$ cat config.mk
export PLATFORM = sky130hd
export DESIGN_NAME = dma_req_fifo
export DESIGN_NICKNAME = d
export VERILOG_FILES = /design/src/rtl/dmaf_pkg.sv /design/src/rtl/dmaf_store.sv /design/src/rtl/dmaf_len_reg.sv /design/src/rtl/dmaf_req.sv /design/src/rtl/dma_req_fifo.sv
export SDC_FILE = /design/constraint.sdc
export NUM_CORES = 1
export LEC_CHECK = 0
export BUFFER_PORTS_ARGS = -buffer_cell sky130_fd_sc_hd__clkbuf_2
export CORE_ASPECT_RATIO = 0.8
export CORE_MARGIN = 1
export CORE_UTILIZATION = 45
export CTS_CLUSTER_SIZE = 14
export DETAILED_ROUTE_END_ITERATION = 7
export GPL_ROUTABILITY_DRIVEN = 0
export SLEW_MARGIN = 20
export SYNTH_ARGS = -nofsm -noshare
export SYNTH_HDL_FRONTEND = slang
export SYNTH_SLANG_ARGS = --single-unit
$ cat constraint.sdc
create_clock -name clk -period 8.6 [get_ports clk]
set_input_delay 1.72 -clock clk [delete_from_list [all_inputs] [get_ports clk]]
set_output_delay 1.72 -clock clk [all_outputs]
set_load 0.03 [all_outputs]
$ cat src/rtl/dmaf_pkg.sv
package dmaf_pkg;

   typedef enum logic {
      DIR_TX = 1'b0,
      DIR_RX = 1'b1
   } dmaf_dir_e;

   // Maps a requested block length onto 1..depth (0 or oversize -> depth).
   function automatic int unsigned clamp_len(input int unsigned req,
                                             input int unsigned depth);
      if (req == 0 || req > depth) return depth;
      return req;
   endfunction

endpackage

$ cat src/rtl/dmaf_store.sv
module dmaf_store #(
   parameter int DATA_W = 16,
   parameter int DEPTH  = 16,
   parameter int CNT_W  = $clog2(DEPTH + 1)
) (
   input  logic              clk,
   input  logic              rst,
   input  logic              wr_en,
   input  logic [DATA_W-1:0] wr_data,
   input  logic              rd_en,
   output logic [DATA_W-1:0] rd_data,
   output logic [CNT_W-1:0]  level,
   output logic              ovf_evt,
   output logic              udf_evt
);
   localparam int PTR_W = (DEPTH > 1) ? $clog2(DEPTH) : 1;
   localparam logic [CNT_W-1:0] FULL_C = CNT_W'(DEPTH);

   logic [DATA_W-1:0] mem [DEPTH];
   logic [PTR_W-1:0]  wp_q, rp_q;
   logic [CNT_W-1:0]  cnt_q;
   logic              is_full, is_empty, do_wr, do_rd;

   assign is_full  = (cnt_q == FULL_C);
   assign is_empty = (cnt_q == '0);
   assign do_wr    = wr_en && !is_full;
   assign do_rd    = rd_en && !is_empty;
   assign ovf_evt  = wr_en && is_full;
   assign udf_evt  = rd_en && is_empty;
   assign rd_data  = mem[rp_q];
   assign level    = cnt_q;

   always_ff @(posedge clk) begin
      if (do_wr) mem[wp_q] <= wr_data;
   end

   always_ff @(posedge clk) begin
      if (rst) begin
         wp_q  <= '0;
         rp_q  <= '0;
         cnt_q <= '0;
      end else begin
         if (do_wr) wp_q <= wp_q + 1'b1;
         if (do_rd) rp_q <= rp_q + 1'b1;
         case ({do_wr, do_rd})
            2'b10:   cnt_q <= cnt_q + 1'b1;
            2'b01:   cnt_q <= cnt_q - 1'b1;
            default: cnt_q <= cnt_q;
         endcase
      end
   end
endmodule

$ cat src/rtl/dmaf_len_reg.sv
module dmaf_len_reg
   import dmaf_pkg::*;
#(
   parameter int DEPTH = 16,
   parameter int CNT_W = $clog2(DEPTH + 1)
) (
   input  logic             clk,
   input  logic             rst,
   input  logic             cfg_we,
   input  logic [CNT_W-1:0] cfg_len,
   output logic [CNT_W-1:0] len
);
   localparam logic [CNT_W-1:0] DEPTH_C = CNT_W'(DEPTH);

   logic [CNT_W-1:0] len_q;
   logic [CNT_W-1:0] len_d;

   assign len_d = CNT_W'(clamp_len(int'(cfg_len), DEPTH));
   assign len   = len_q;

   always_ff @(posedge clk) begin
      if (rst)         len_q <= DEPTH_C;
      else if (cfg_we) len_q <= len_d;
   end
endmodule

$ cat src/rtl/dmaf_req.sv
module dmaf_req
   import dmaf_pkg::*;
#(
   parameter dmaf_dir_e DIR   = DIR_TX,
   parameter int        DEPTH = 16,
   parameter int        CNT_W = $clog2(DEPTH + 1)
) (
   input  logic             clk,
   input  logic             rst,
   input  logic [CNT_W-1:0] level,
   input  logic [CNT_W-1:0] len,
   input  logic             ack,
   output logic             single,
   output logic             burst
);
   localparam logic [CNT_W-1:0] DEPTH_C = CNT_W'(DEPTH);

   logic want_single, want_burst;
   logic single_q, burst_q;

   generate
      if (DIR == DIR_TX) begin : g_tx
         logic [CNT_W-1:0] space;
         assign space       = DEPTH_C - level;
         assign want_single = (level != DEPTH_C);
         assign want_burst  = (space >= len);
      end else begin : g_rx
         assign want_single = (level != '0);
         assign want_burst  = (level >= len);
      end
   endgenerate

   // Requests are re-armed only one cycle after an acknowledge.
   always_ff @(posedge clk) begin
      if (rst || ack) begin
         single_q <= 1'b0;
         burst_q  <= 1'b0;
      end else begin
         single_q <= want_single;
         burst_q  <= want_burst;
      end
   end

   assign single = single_q;
   assign burst  = burst_q;
endmodule

$ cat src/rtl/dma_req_fifo.sv
module dma_req_fifo
   import dmaf_pkg::*;
#(
   parameter int DATA_W = 16,
   parameter int DEPTH  = 16,
   localparam int CNT_W = $clog2(DEPTH + 1)
) (
   input  logic              clk,
   input  logic              rst,
   input  logic              wr_en,
   input  logic [DATA_W-1:0] wr_data,
   input  logic              rd_en,
   output logic [DATA_W-1:0] rd_data,
   output logic [CNT_W-1:0]  level,
   input  logic              cfg_we,
   input  logic [CNT_W-1:0]  cfg_len,
   output logic [CNT_W-1:0]  burst_size,
   input  logic              tx_ack,
   output logic              tx_single,
   output logic              tx_burst,
   input  logic              rx_ack,
   output logic              rx_single,
   output logic              rx_burst,
   input  logic              err_clr,
   output logic              err_ovf,
   output logic              err_udf
);
   generate
      if (DEPTH < 2 || (DEPTH & (DEPTH - 1)) != 0) begin : g_bad_depth
         $error("dma_req_fifo: DEPTH must be a power of two >= 2");
      end
      if (DATA_W < 1) begin : g_bad_width
         $error("dma_req_fifo: DATA_W must be positive");
      end
   endgenerate

   logic ovf_evt, udf_evt;
   logic ovf_q, udf_q;

   dmaf_store #(.DATA_W(DATA_W), .DEPTH(DEPTH), .CNT_W(CNT_W)) u_store (
      .clk(clk), .rst(rst),
      .wr_en(wr_en), .wr_data(wr_data),
      .rd_en(rd_en), .rd_data(rd_data),
      .level(level), .ovf_evt(ovf_evt), .udf_evt(udf_evt)
   );

   dmaf_len_reg #(.DEPTH(DEPTH), .CNT_W(CNT_W)) u_len (
      .clk(clk), .rst(rst),
      .cfg_we(cfg_we), .cfg_len(cfg_len), .len(burst_size)
   );

   dmaf_req #(.DIR(DIR_TX), .DEPTH(DEPTH), .CNT_W(CNT_W)) u_tx (
      .clk(clk), .rst(rst), .level(level), .len(burst_size),
      .ack(tx_ack), .single(tx_single), .burst(tx_burst)
   );

   dmaf_req #(.DIR(DIR_RX), .DEPTH(DEPTH), .CNT_W(CNT_W)) u_rx (
      .clk(clk), .rst(rst), .level(level), .len(burst_size),
      .ack(rx_ack), .single(rx_single), .burst(rx_burst)
   );

   // Sticky error flags; a fresh event outranks the clear.
   always_ff @(posedge clk) begin
      if (rst) begin
         ovf_q <= 1'b0;
         udf_q <= 1'b0;
      end else begin
         ovf_q <= ovf_evt | (ovf_q & ~err_clr);
         udf_q <= udf_evt | (udf_q & ~err_clr);
      end
   end

   assign err_ovf = ovf_q;
   assign err_udf = udf_q;
endmodule

==> impl_metrics.ini <==
[status]
status = complete, no violations

[power]
combinationalPowerShare_pct = 21.5
p_sw_share_pct = 26.5
internal_power_mw = 2.66
p_seq_share_pct = 44.6
power.net_switching_mw = 0.960
p_leak_nw = 4.31
clock_power_share_pct = 33.8
power_density_mw_per_mm2 = 278
ir_worst_vdd_uv = 129

[clock_network]
cts_buffers = 28
hold_buffers = 0
cts_setup_buffers = 0
clk_pin_slew_ps = 60
tritoncts = done
cts-root-buf = clkbuf_16
cts_sinks = 284
cts_resized = 0
cts_max_level = 1
clk_path_buf_depth = 3
clock_latency_ps = 530

[route]
antenna_left = 0
vias_per_cell = 5.60
drc_errors = 0
wl_per_cell_um = 23.4
num_vias = 5439
first_iter_violations = 492
dr.pass1.iters = 7
wl_um = 22700

[flow_run]
maxCapViolCount = 0

[synth]
syn-num-nets = 597
synth_top_area_share_pct = 67.8
synth.distinct_cells = 40
yosysWarnings = 0
synth.cell_area_mm2 = 0.0113
ys_seq_area_share_pct = 72.7
synth_top_cell_by_area = edfxtp_1
synth_edf_count = 256
synth_most_common_cell = edfxtp_1
synth_flop_cell = edfxtp_1
synthTopCellsByCount = edfxtp_1, mux4_2, mux4_1, nor2_1, dfxtp_1
synthArstFlopShare_pct = 0
yosys-top-cells-area = edfxtp_1, mux4_1, mux4_2
ys_ff_latch = 284
syn-instance-count = 548
avgSynthCellArea_um2 = 20.7

[grt]
grtUsageMet1_pct = 24.0
first_global_vias = 5643
grt.total_usage_pct = 18.0
grt_max_degree = 65
use_met2_pct = 30.9
use_met3_pct = 3.32
antenna_found_initial = 2
grt-busiest-layer = met2
grt_pass1_wl_um = 34200
grt.overflow.total = 0

[final_layout]
register_area_mm2 = 0.00825
syn_to_final_growth_pct = 14.6
multi_input_area_mm2 = 0.00292
fill_cells = 1874
layout.nets = 678
drive_gt1_share_pct = 27.3
stdcell_count = 972

[die]
die_h_um = 144
start_util_pct = 46.2
core_area_mm2 = 0.0246
die_x_um = 180
die_area_mm2 = 0.0258
rows = 51
num_io_pins = 61

[timing]
finalSetupViolations = 0
relSlewSlack_pct = 38.8
max_slew.worst_pin.slew_ps = 918
drv_slew = 0
rsz0062_at_grt = false
finalWorstPathRequiredPeriod_ps = 4970
setup_tns_ps = 0
hold_viol_final = 0
fin_crit_sh_pct = 57.8
fmax_mhz = 201
fin_worst_skew_ps = 8.80

[setup_path]
crit_path_start_kind = register
crit_fanout = 48
cp-end-kind = output pin
cp_data_arrival_time_ps = 3250
crit_type = register to output pin
worst_ep_required_time_ps = 6880

[placement]
hpwl_um = 13000
dp_cells = 917
numPortBuffers = 60

[hold_path]
hp-class = register to register
[critical path, cell delays in order, from the launching register on]
cell and delay (ps):
dfxtp_4 530, buf_4 760, mux4_1 650, mux4_2 530, clkbuf_2 210
[logic make-up (layout without fill, tap and decap cells)]
kind of cell / count (synthesis) / after routing / share of synthesized area [%]
other cells: 0 / 3 / 0
simple gates: 83 / 83 / 3.44
mux: 82 / 82 / 17.4
xor+xnor: 12 / 12 / 0.927
buf+inv: 43 / 146 / 2.02
compound gates: 24 / 24 / 1.32
fa+ha+maj: 20 / 20 / 2.21
flops: 284 / 284 / 72.7
[worst paths after layout]
check | from | to | slack (ps) | cells after the start
hold / removal | u_len.len[0] | u_len.len[0] | 490 | 2
setup reg to reg | u_store.level[1] | u_store.level[4] | 4630 | 14
setup / recovery | register | rd_data[4] | 3630 | 4
hold reg to reg | u_len.len[0] | u_len.len[0] | 490 | 2
[metrics by stage]
step	hold slack [ps]	power (mW)	cell area (um^2)	setup slack, ps	utilization [%]
3_5_place_dp	481	2.43	12100	4110	49.1
5_1_grt	524	3.77	13000	3450	52.9
2_1_floorplan	472	2.26	11300	4600	-
3_3_place_gp	477	2.41	12100	4120	49.1
4_1_cts	491	3.66	13000	3530	52.9
6_report	490	3.62	13000	3630	52.9
[power by group through the flow]
stage	Sequential (mW)	Clock, mW	Combinational, mW
6_report	1.61	1.22	0.779
3_5_place_dp	1.65	0	0.787
3_3_place_gp	1.64	0	0.771
5_1_grt	1.62	1.30	0.844
4_1_cts	1.62	1.25	0.791
2_1_floorplan	1.64	0	0.621
[cell type report]
type	instances	area share, %
Clock buffer	36	5.78
Antenna cell	3	0.0577
Multi-Input combinational cell	221	22.4
Timing Repair Buffer	80	3.46
Tap cell	318	3.06
Clock inverter	16	1.34
Sequential cell	284	63.5
Inverter	14	0.404
[placed cells by master (no fill, tap or decap), types with 2 or more instances in the layout]
cell type  count
a2111oi_0      2
a21oi_1        8
a22oi_1        2
buf_4         20
bufinv_16      4
clkbuf_1       7
clkbuf_16     29
clkbuf_2      60
clkinv_1       8
clkinv_2       4
dfxtp_1       26
diode_2        3
edfxtp_1     256
ha_1          20
inv_1         13
mux4_1        39
mux4_2        41
nand2_1       14
nand2b_1       7
nand3_1        4
nand3b_1       2
nand4_1        2
nor2_1        23
nor2_2        12
nor2b_1        6
nor3_1         4
nor3_2         4
nor3b_1        2
o21ai_0        5
o22ai_1        2
xnor2_1        6
xor2_1         6
[flip-flops by register name, summed over array words and instances, names as in the netlist, named ones only]
register and count:
u_store.rp_q 4, u_tx.burst 1, u_rx.single 1, u_rx.burst 1, err_udf 1, err_ovf 1, u_tx.single 1, u_store.wp_q 4
u_store.mem 256, u_len.len 5, u_store.level 5
[routing by layer]
metal / up-vias / part of all wire, %
li1: 2422 / -
met2: 141 / 49
met4: 0 / 1.9
met1: 2839 / 43
met5: - / 0
met3: 37 / 5.2
No activity file was read; power rests on OpenSTA's default activity.
